===== src/rtl/tdm_rx_pkg.sv =====
package tdm_rx_pkg;
  localparam int unsigned CFG_W    = 12;
  localparam int unsigned B_EN     = 0;
  localparam int unsigned B_JUST   = 1;
  localparam int unsigned B_SL_LO  = 2;
  localparam int unsigned B_CNT_LO = 4;
  localparam int unsigned B_WL_LO  = 8;
  localparam int unsigned B_THR    = 11;

  typedef struct packed {
    logic       thr_quarter;
    logic [2:0] wl_code;
    logic [3:0] slot_cnt;
    logic [1:0] sl_code;
    logic       left_just;
    logic       en;
  } rx_cfg_t;

  function automatic logic [6:0] slot_len(input logic [1:0] code);
    case (code)
      2'd0:    return 7'd8;
      2'd1:    return 7'd16;
      default: return 7'd32;
    endcase
  endfunction

  function automatic logic [6:0] word_len(input logic [2:0] code);
    case (code)
      3'd0:    return 7'd8;
      3'd1:    return 7'd16;
      3'd2:    return 7'd20;
      3'd3:    return 7'd24;
      default: return 7'd32;
    endcase
  endfunction
endpackage


===== src/rtl/tdm_rx_edge.sv =====
module tdm_rx_edge (
  input  logic clk_i,
  input  logic rst_ni,
  input  logic bclk_i,
  input  logic pol_i,
  output logic cap_o
);
  logic bclk_q;

  always_ff @(posedge clk_i or negedge rst_ni) begin
    if (!rst_ni) bclk_q <= 1'b0;
    else         bclk_q <= bclk_i;
  end

  // pol 0: falling edge, pol 1: rising edge
  assign cap_o = pol_i ? (bclk_i & ~bclk_q) : (~bclk_i & bclk_q);
endmodule


===== src/rtl/tdm_rx_slot.sv =====
module tdm_rx_slot
  import tdm_rx_pkg::*;
#(
  parameter int unsigned DATA_W = 32
) (
  input  logic              clk_i,
  input  logic              rst_ni,
  input  logic              cap_i,
  input  logic              sd_i,
  input  logic              fs_i,
  input  rx_cfg_t           cfg_i,
  output logic              push_o,
  output logic [DATA_W-1:0] word_o
);
  localparam int unsigned BW = $clog2(DATA_W);

  logic [DATA_W-1:0] sh_q, full_v, slot_v, sl_mask, w_mask;
  logic [BW-1:0]     bit_q;
  logic [3:0]        slot_q;
  logic              in_frame_q;
  logic [6:0]        sl_bits, wl_raw, wl_eff;
  logic              slot_end;

  always_comb begin
    sl_bits = slot_len(cfg_i.sl_code);
    wl_raw  = word_len(cfg_i.wl_code);
    wl_eff  = (wl_raw > sl_bits) ? sl_bits : wl_raw;
    full_v  = {sh_q[DATA_W-2:0], sd_i};
    for (int i = 0; i < DATA_W; i++) begin
      sl_mask[i] = (7'(i) < sl_bits);
      w_mask[i]  = (7'(i) < wl_eff);
    end
    slot_v = full_v & sl_mask;
    if (cfg_i.left_just) word_o = (slot_v >> (sl_bits - wl_eff)) & w_mask;
    else                 word_o = slot_v & w_mask;
    slot_end = ({2'b0, bit_q} == (sl_bits - 7'd1));
  end

  assign push_o = cap_i & cfg_i.en & in_frame_q & ~fs_i & slot_end;

  always_ff @(posedge clk_i or negedge rst_ni) begin
    if (!rst_ni) begin
      sh_q       <= '0;
      bit_q      <= '0;
      slot_q     <= '0;
      in_frame_q <= 1'b0;
    end else if (cap_i) begin
      if (!cfg_i.en) begin
        in_frame_q <= 1'b0;
      end else if (fs_i) begin
        in_frame_q <= (cfg_i.slot_cnt != 4'd0);
        bit_q      <= BW'(1);
        slot_q     <= '0;
        sh_q       <= DATA_W'(sd_i);
      end else if (in_frame_q) begin
        sh_q <= full_v;
        if (slot_end) begin
          bit_q  <= '0;
          slot_q <= slot_q + 4'd1;
          if ({1'b0, slot_q} + 5'd1 >= {1'b0, cfg_i.slot_cnt}) in_frame_q <= 1'b0;
        end else begin
          bit_q <= bit_q + BW'(1);
        end
      end
    end
  end

  AST_SLOT_RANGE: assert property (@(posedge clk_i) disable iff (!rst_ni)
    push_o |-> (slot_q < cfg_i.slot_cnt));
  AST_PUSH_SPACING: assert property (@(posedge clk_i) disable iff (!rst_ni)
    push_o |=> !push_o);
endmodule


===== src/rtl/tdm_rx_fifo.sv =====
module tdm_rx_fifo #(
  parameter int unsigned DATA_W = 32,
  parameter int unsigned DEPTH  = 32
) (
  input  logic                     clk_i,
  input  logic                     rst_ni,
  input  logic                     push_i,
  input  logic [DATA_W-1:0]        wdata_i,
  input  logic                     pop_i,
  output logic [DATA_W-1:0]        rdata_o,
  output logic [$clog2(DEPTH):0]   fill_o,
  output logic                     empty_o,
  output logic                     ovf_o
);
  localparam int unsigned AW = $clog2(DEPTH);
  localparam int unsigned CW = AW + 1;

  logic [DATA_W-1:0] mem_q [DEPTH];
  logic [AW-1:0]     wr_q, rd_q;
  logic [CW-1:0]     cnt_q;
  logic              full, do_pop, do_push;

  assign full    = (cnt_q == CW'(DEPTH));
  assign empty_o = (cnt_q == '0);
  assign do_pop  = pop_i & ~empty_o;
  assign do_push = push_i & (~full | do_pop);
  assign rdata_o = mem_q[rd_q];
  assign fill_o  = cnt_q;

  always_ff @(posedge clk_i) begin
    if (do_push) mem_q[wr_q] <= wdata_i;
  end

  always_ff @(posedge clk_i or negedge rst_ni) begin
    if (!rst_ni) begin
      wr_q  <= '0;
      rd_q  <= '0;
      cnt_q <= '0;
      ovf_o <= 1'b0;
    end else begin
      if (do_push) wr_q <= wr_q + AW'(1);
      if (do_pop)  rd_q <= rd_q + AW'(1);
      case ({do_push, do_pop})
        2'b10:   cnt_q <= cnt_q + CW'(1);
        2'b01:   cnt_q <= cnt_q - CW'(1);
        default: cnt_q <= cnt_q;
      endcase
      if (push_i & ~do_push) ovf_o <= 1'b1;
    end
  end

  AST_FILL_BOUND: assert property (@(posedge clk_i) disable iff (!rst_ni)
    cnt_q <= CW'(DEPTH));
  AST_OVF_STICKY: assert property (@(posedge clk_i) disable iff (!rst_ni)
    ovf_o |=> ovf_o);
  AST_DROP_FLAGS: assert property (@(posedge clk_i) disable iff (!rst_ni)
    (push_i && full && !pop_i) |=> (ovf_o && cnt_q == CW'(DEPTH)));
  AST_EMPTY_POP: assert property (@(posedge clk_i) disable iff (!rst_ni)
    (pop_i && empty_o && !push_i) |=> empty_o);
endmodule


===== src/rtl/tdm_rx_deser.sv =====
module tdm_rx_deser
  import tdm_rx_pkg::*;
#(
  parameter int unsigned DATA_W = 32,
  parameter int unsigned DEPTH  = 32
) (
  input  logic                   clk_i,
  input  logic                   rst_ni,
  input  logic [CFG_W-1:0]       cfg_i,
  input  logic                   clk_pol_i,
  input  logic                   bclk_i,
  input  logic                   fs_i,
  input  logic                   sd_i,
  input  logic                   rd_i,
  output logic [DATA_W-1:0]      rd_data_o,
  output logic                   empty_o,
  output logic [$clog2(DEPTH):0] fill_o,
  output logic                   dreq_o,
  output logic                   ovf_o
);
  localparam int unsigned CW      = $clog2(DEPTH) + 1;
  localparam int unsigned THR_HLF = DEPTH / 2;
  localparam int unsigned THR_QTR = DEPTH / 4;

  rx_cfg_t           cfg;
  logic              cap, push;
  logic [DATA_W-1:0] word;

  assign cfg = rx_cfg_t'(cfg_i);

  tdm_rx_edge u_edge (
    .clk_i (clk_i),
    .rst_ni(rst_ni),
    .bclk_i(bclk_i),
    .pol_i (clk_pol_i),
    .cap_o (cap)
  );

  tdm_rx_slot #(.DATA_W(DATA_W)) u_slot (
    .clk_i (clk_i),
    .rst_ni(rst_ni),
    .cap_i (cap),
    .sd_i  (sd_i),
    .fs_i  (fs_i),
    .cfg_i (cfg),
    .push_o(push),
    .word_o(word)
  );

  tdm_rx_fifo #(.DATA_W(DATA_W), .DEPTH(DEPTH)) u_fifo (
    .clk_i  (clk_i),
    .rst_ni (rst_ni),
    .push_i (push),
    .wdata_i(word),
    .pop_i  (rd_i),
    .rdata_o(rd_data_o),
    .fill_o (fill_o),
    .empty_o(empty_o),
    .ovf_o  (ovf_o)
  );

  assign dreq_o = fill_o >= (cfg.thr_quarter ? CW'(THR_QTR) : CW'(THR_HLF));

  AST_PUSH_GROWS: assert property (@(posedge clk_i) disable iff (!rst_ni)
    (push && !rd_i && fill_o < CW'(DEPTH)) |=> (fill_o == $past(fill_o) + CW'(1)));
  AST_DISABLED_NO_PUSH: assert property (@(posedge clk_i) disable iff (!rst_ni)
    (!cfg.en && !rd_i) |=> (fill_o <= $past(fill_o)));
endmodule


===== config.mk =====
export PLATFORM = sky130hd
export DESIGN_NAME = tdm_rx_deser
export DESIGN_NICKNAME = d
export VERILOG_FILES = /design/src/rtl/tdm_rx_pkg.sv /design/src/rtl/tdm_rx_edge.sv /design/src/rtl/tdm_rx_slot.sv /design/src/rtl/tdm_rx_fifo.sv /design/src/rtl/tdm_rx_deser.sv
export SDC_FILE = /design/constraint.sdc
export NUM_CORES = 1
export LEC_CHECK = 0
export ABC_AREA = 1
export BUFFER_PORTS_ARGS = -buffer_cell sky130_fd_sc_hd__clkbuf_2
export CAP_MARGIN = 40
export CORE_MARGIN = 3
export CORE_UTILIZATION = 32
export CTS_BUF_LIST = sky130_fd_sc_hd__clkbuf_4 sky130_fd_sc_hd__clkbuf_8
export CTS_CLUSTER_DIAMETER = 60
export DETAILED_ROUTE_END_ITERATION = 10
export HOLD_SLACK_MARGIN = 0.12
export SYNTH_ARGS = -nofsm -noshare
export SYNTH_HDL_FRONTEND = slang
export SYNTH_SLANG_ARGS = --single-unit
export TNS_END_PERCENT = 50

===== constraint.sdc =====
create_clock -name clk_i -period 4.4 [get_ports clk_i]
set_input_delay 0.22 -clock clk_i [delete_from_list [all_inputs] [get_ports clk_i]]
set_output_delay 0.22 -clock clk_i [all_outputs]
set_load 0.01 [all_outputs]

# Word-level counts from Yosys, hierarchy flattened
# Memories as Yosys holds them, arrays and structs flattened.
# Cells that the tools add are included.
[classes]
add_sub_neg = 9
n_mul = 0
div_mod_pow = 0
magnitude_cmp = 67
eq_ne = 8
shifts = 1
muxes = 22
bitwise_logic = 19
reduce_logical = 9
[ops]
columns = ["cell", "n"]
rows = [
  ["< comparator 5 x 7 -> 1 bit (first input constant)", 16],
  ["AND 32 bit", 3],
  ["< comparator 5 x 6 -> 1 bit (first input constant)", 16],
  ["two-way mux 31 bit", 2],
  ["< comparator 4 x 7 -> 1 bit (first input constant)", 8],
  ["< comparator 4 x 6 -> 1 bit (first input constant)", 8],
  ["two-way mux 32 bit", 1],
  ["right shift 32 x 7 -> 32 bit", 1],
  ["< comparator 3 x 7 -> 1 bit (first input constant)", 4],
  ["< comparator 3 x 6 -> 1 bit (first input constant)", 4],
  ["case mux 6 bit (2 select lines)", 2],
  ["case mux 6 bit (4 select lines)", 1],
  ["two-way mux 5 bit", 4],
  ["adder 5 x 1 -> 5 bit (second input constant)", 3],
  ["< comparator 1 x 7 -> 1 bit (first input constant)", 2],
  ["< comparator 2 x 7 -> 1 bit (first input constant)", 2],
  ["< comparator 1 x 6 -> 1 bit (first input constant)", 2],
  ["< comparator 2 x 6 -> 1 bit (first input constant)", 2],
  ["two-way mux 4 bit", 3],
  ["AND 1 bit", 9],
  ["two-way mux 1 bit", 8],
  ["== test 5 x 7 -> 1 bit", 1],
  ["subtractor 6 x 1 -> 7 bit (second input constant)", 1],
  ["subtractor 6 x 7 -> 7 bit", 1],
  ["other kinds (22)", 31],
]
[totals]
ff_bits = 59
latchBits = 0
mem_bits_rw = 1024
romBits = 0
inputBits = 19
output_inout_bits = 41
wordCells = 145
n_memories = 1
[mem_list]
columns = ["memory", "words", "width", "read_ports", "rd_ports_with_merged_regs", "write_ports", "line_no", "rtl"]
rows = [
  ["u_fifo.mem_q", 32, 32, 1, 0, 1, "tdm_rx_fifo.sv:18", "logic [DATA_W-1:0] mem_q [DEPTH];"],
]

# Logic depth before layout (Yosys ltp)
[logic_depth]
depth_word = 10
depth_mapped = 28

# Hierarchy
# A second synthesis with hierarchy kept.
[unflattened]
cells_unflattened = 4709
hier_area_um2 = 48007.3
[by_module_without_submodules]
columns = ["mod", "instances", "cells_each", "area_each_um2", "seq_area_each_um2"]
rows = [
  ["tdm_rx_fifo", 1, 4091, 44056.0, 31174.9],
  ["tdm_rx_slot", 1, 597, 3824.9, 1026.0],
  ["tdm_rx_deser", 1, 14, 76.3, 0.0],
  ["tdm_rx_edge", 1, 7, 50.0, 25.0],
]

# Least setup slack after synthesis
# No wires, ideal clock.
[synth_path]
path_kind = "input to register"
startpoint = "input cfg_i[2]"
endpoint = "memory u_fifo.mem_q[23][0] (enable)"
setup_time_ns = 0.461
arrival_ns = 4.262
required_ns = 3.939
setup_slack_ns = -0.323
stages = 12
n_path_buf = 1
cell_sequence = "nor2_1 > inv_1 > ha_1 > clkbuf_1 > inv_1 > ha_1 > o211ai_1 > nor4_1 > nand2_1 > nor2_1 > nand3_1 > nor3_1"
[synth_between]
elab_chain_len = 8
[synth_lines]
columns = ["item", "line_no", "rtl"]
rows = [
  ["start, declared", "tdm_rx_deser.sv:9", "input logic [CFG_W-1:0] cfg_i,"],
  ["== test 2 x 1 -> 1 bit / zero test 2 bit (equally long branches)", "tdm_rx_pkg.sv:20", "case (code)"],
  ["case mux 6 bit (2 select lines) *", "tdm_rx_pkg.sv:20", ""],
  ["subtractor 6 x 1 -> 7 bit *", "tdm_rx_slot.sv:36", "slot_end = ({2'b0, bit_q} == (sl_bits - 7'd1));"],
  ["== test 5 x 7 -> 1 bit *", "tdm_rx_slot.sv:36", ""],
  ["AND 1 bit *", "tdm_rx_slot.sv:39", "assign push_o = cap_i & cfg_i.en & in_frame_q & ~fs_i & slot_end;"],
  ["AND 1 bit *", "tdm_rx_fifo.sv:26", "assign do_push = push_i & (~full | do_pop);"],
  ["two-way mux 1 bit *", "tdm_rx_fifo.sv:31", "if (do_push) mem_q[wr_q] <= wdata_i;"],
  ["two-way mux 1 bit (implied by the code) *", "tdm_rx_fifo.sv:31", ""],
  ["end, declared", "tdm_rx_fifo.sv:18", ""],
]
# Every way passes the cells marked *; elsewhere a longest branch is shown, timed or not.

# Worst setup path after layout
[layout_path]
startpoint = "register u_fifo.rd_q[0]"
endpoint = "output rd_data_o[31]"
[layout_between]
elab_chain_len = 1
[layout_lines]
columns = ["item", "line_no", "rtl"]
rows = [
  ["start, declared", "tdm_rx_fifo.sv:19", "logic [AW-1:0] wr_q, rd_q;"],
  ["start signal, assigned", "tdm_rx_fifo.sv:42", "if (do_pop) rd_q <= rd_q + AW'(1);"],
  ["memory (32 x 32 bit)", "-", ""],
  ["end, declared", "tdm_rx_deser.sv:15", "output logic [DATA_W-1:0] rd_data_o,"],
]
# No other way between the ends.

==> results.md <==
- **WL/cell** 23.6 um
- **First-pass DRT Iterations** 6
- **Crit Path Class** register to primary output
- **total placed cells including tap cells** 5389
- **Post-Synthesis Cells** 3616
- **class of the worst hold path** primary input to register
- **die extent in x** 379 um
- **DRC marker count from the first detailed-route iteration** 3778
- **Final Max Tran Viols** 0
- **number of nets in the layout** 3831
- **storage element area** 32200 um^2
- **setup repair after global routing missed its margin** no
- **met3 routed wirelength** 12100 um
- **initial core utilization** 0.323
- **nature of the critical path endpoint** primary output
- **data arrival at the endpoint of the critical path** 3.86 ns
- **DR vias/cell** 5.41
- **final worst hold slack** 0.241 ns
- **number of cell rows** 136
- **kind of start point of the critical path** register
- **run status** complete, no violations
- **Final Cycle Share** 0.927
- **IR Drop Worst-Case VDD** 0.000619 V
- **# clock sinks** 1083
- **weighted congestion at the end of routability-driven global placement** 0.872
- **total of warnings raised by yosys** 0
- **number of global-route vias before repair** 29000
- **highest signal layer in the routed design** met5
- **Least-Margin Pin Slew** 0.965 ns
- **layout cell share with drive strength beyond 1** 0.149
- **htree depth** 4
- **number of buffers on the longest clock path** 3
- **Clk Latency, worst-skew pair** 0.86 ns
- **quantity of I/O buffers inserted on ports** 59
- **full die area** 144000 um^2
- **number of nets in the synthesized netlist** 3660
- **relative area change from synthesis to final layout** 16.2%
- **post-synthesis cell type count** 42
- **EDFF count, synth** 1024
- **clock buffers created by TritonCTS** 172
- **remaining antenna violation count** 0
- **Worst Path Required** 4.18 ns
- **setup violation total in the final timing report** 0
- **height of the die** 379 um
- **largest fanout on the critical path** 95
- **DRC viols** 0
- **area occupied by multi-input gates** 11100 um^2
- **sum of met2 wire segment lengths after detailed routing** 61000 um
- **post-route insts no fill** 5725
- **Clock Root Buffer** clkbuf_8
- **number of hold violations in the final report** 0
- **Synth Cell Area** 44500 um^2
- **overall track demand over capacity in global routing** 0.184
- **Async S/R FF share, synth** 0.0545
- **area post-placement** 48200 um^2
- **power per standard cell area** 585 nW/um^2
- **DR vias** 31000
- **time the worst path needs with I/O delays and setup** 4.08 ns
- **Fin Clk Skew** 0.0408 ns
- **placeable core area** 138000 um^2
- **predominant post-synthesis flop cell** edfxtp_1
- **total half-perimeter wirelength after legalization and detailed placement** 73600 um
- **initial antenna violation count** 5
- **overall overflow remaining after global route** 0
- **count of filler cells inserted in the layout** 13200
- **first-pass GRT wire length** 195000 um
- **clock transition at the register clock pins on the worst setup and hold paths after CTS** 0.06 ns
- **DRT met1 WL** 58700 um
- **worst relative slew slack** 0.357
- **average instance area after synthesis** 12.3 um^2
- **ports placed on the boundary** 60
- **Total Routed Length** 135000 um
- **CTS tree** yes
- **synthesized flop and latch total** 1083
- **post-route cell area** 51700 um^2
- **post-CTS sizing** 0
- **maximum clock frequency** 245 MHz
- **leakage power figure** 17.4 nW
- **proportion of synthesized chip area in sequential cells** 0.724
- **reported max-cap violation count** 0
- **pin count of the biggest net entering global routing** 205
-- path summary, 6_finish.rpt --
| kind | from | end | slack [ns] | depth (start not counted) |
|---|---|---|---|---|
| max in group asynchronous | rst_ni | u_fifo.fill_o[3] | 2.79 | 4 |
| hold reg to reg | u_slot.sh_q[30] | u_slot.sh_q[30] | 0.49 | 2 |
| hold / removal | cfg_i[3] | u_slot.bit_q[0] | 0.24 | 8 |
| setup / recovery | u_fifo.rd_q[0] | rd_data_o[31] | 0.32 | 10 |
| min in group asynchronous | rst_ni | u_slot.bit_q[4] | 0.46 | 4 |
| setup reg to reg | u_edge.bclk_q | u_fifo.mem_q[4][18] | 0.73 | 13 |
-- sequential cells by signal (all words and copies together), names as in the netlist, 4 cells and up --
register / flops
u_fifo.mem_q: 1024
u_slot.slot_q: 4
u_fifo.wr_q: 5
u_fifo.fill_o: 6
u_fifo.rd_q: 5
u_slot.bit_q: 5
u_slot.sh_q: 31
-- cell families after synthesis --
group | count (synthesis) | share of synthesized area
multiplexers | 1 | 0.000253
buffers and inverters | 397 | 0.0350
AND/OR/NAND/NOR | 1131 | 0.106
adder cells (fa/ha/maj) | 25 | 0.00720
flip-flops | 1083 | 0.724
AO/OA/AOI/OAI | 964 | 0.124
XOR/XNOR | 15 | 0.00312
-- critical path, cell delays in order, from the launching register on --
cell	delay, ns
dfrtp_4	0.68
inv_8	0.37
buf_16	0.39
buf_12	0.36
o21ai_0	0.13
o221ai_1	0.25
o211ai_1	0.17
nand4_1	0.10
o21ai_0	0.11
inv_1	0.19
clkbuf_2	0.19
-- timing repair --
| item | in CTS | in global routing |
|---|---|---|
| hold buffers | 18 | 0 |
| setup buffers | 0 | 0 |
| endpoints found under the hold margin | 111 | 0 |
| setup endpoints to repair | 0 | 0 |
-- per-layer routing --
metal  vias to the layer above  global-route usage
li1                      13700                   -
met3                       216              0.0317
met1                     15500               0.266
met4                         2              0.0597
met2                      1549               0.282
met5                         -                   0
-- placed cells by master (no fill, tap or decap), drive strengths merged, types with 2 or more instances in the layout --
cell type / Yosys / layout
xnor2: 3 / 3
clkinvlp: 0 / 4
bufinv: 0 / 4
o22ai: 185 / 185
dlygate4sd3: 0 / 18
diode: 0 / 3
a21oi: 50 / 50
o211ai: 30 / 30
nand2: 305 / 305
o21ai: 591 / 591
nor2: 588 / 588
inv: 148 / 161
o31ai: 2 / 2
nor4: 2 / 2
buf: 39 / 169
o221ai: 100 / 100
o21bai: 3 / 3
dfrtp: 59 / 59
xor2: 12 / 12
nor3: 9 / 9
clkinv: 1 / 74
nand4: 39 / 39
nand3: 185 / 185
ha: 24 / 24
edfxtp: 1024 / 1024
clkbuf: 209 / 279
-- power breakdown --
part	switching, mW	total, mW	internal, mW
logic	7.05	10.0	2.97
clock network	4.02	8.36	4.35
registers	0.212	11.8	11.6
total	11.3	30.2	18.9
-- synthesized netlist by cell type (all sizes together) (3+ instances only) --
master  number  area [um^2]
nand4       39          263
edfxtp    1024        30700
o211ai      30          230
nor2       588         2220
inv        148          556
nand2      305         1180
nand3      185          971
o21ai      591         2960
o21bai       3         22.5
clkbuf     209          785
ha          24          300
buf         39          214
dfrtp       59         1480
xor2        12          113
a21oi       50          250
o22ai      185         1160
o221ai     100          876
nor3         9         45.0
xnor2        3         26.3
-- metrics by stage --
stage               power, mW   util  setup TNS, ns  setup slack (ns)
global route             31.8  0.375              0             0.118
CTS                      30.4  0.375              0             0.185
finish                   30.2  0.375              0             0.320
global placement         21.9  0.349              0             0.347
detailed placement       22.0  0.350              0             0.375
floorplan                18.2      -         -87.11            -0.323
-- cell type report --
cell class | instances | area share
clock buffer | 221 | 0.0529
inverter | 149 | 0.0112
sequential | 1083 | 0.624
tap | 1794 | 0.0434
antenna | 3 | 0.000145
multi-input combinational | 2136 | 0.214
clock inverter | 94 | 0.0114
timing repair buffer | 245 | 0.0433
Note: power is estimated with default switching activity, not from simulation.
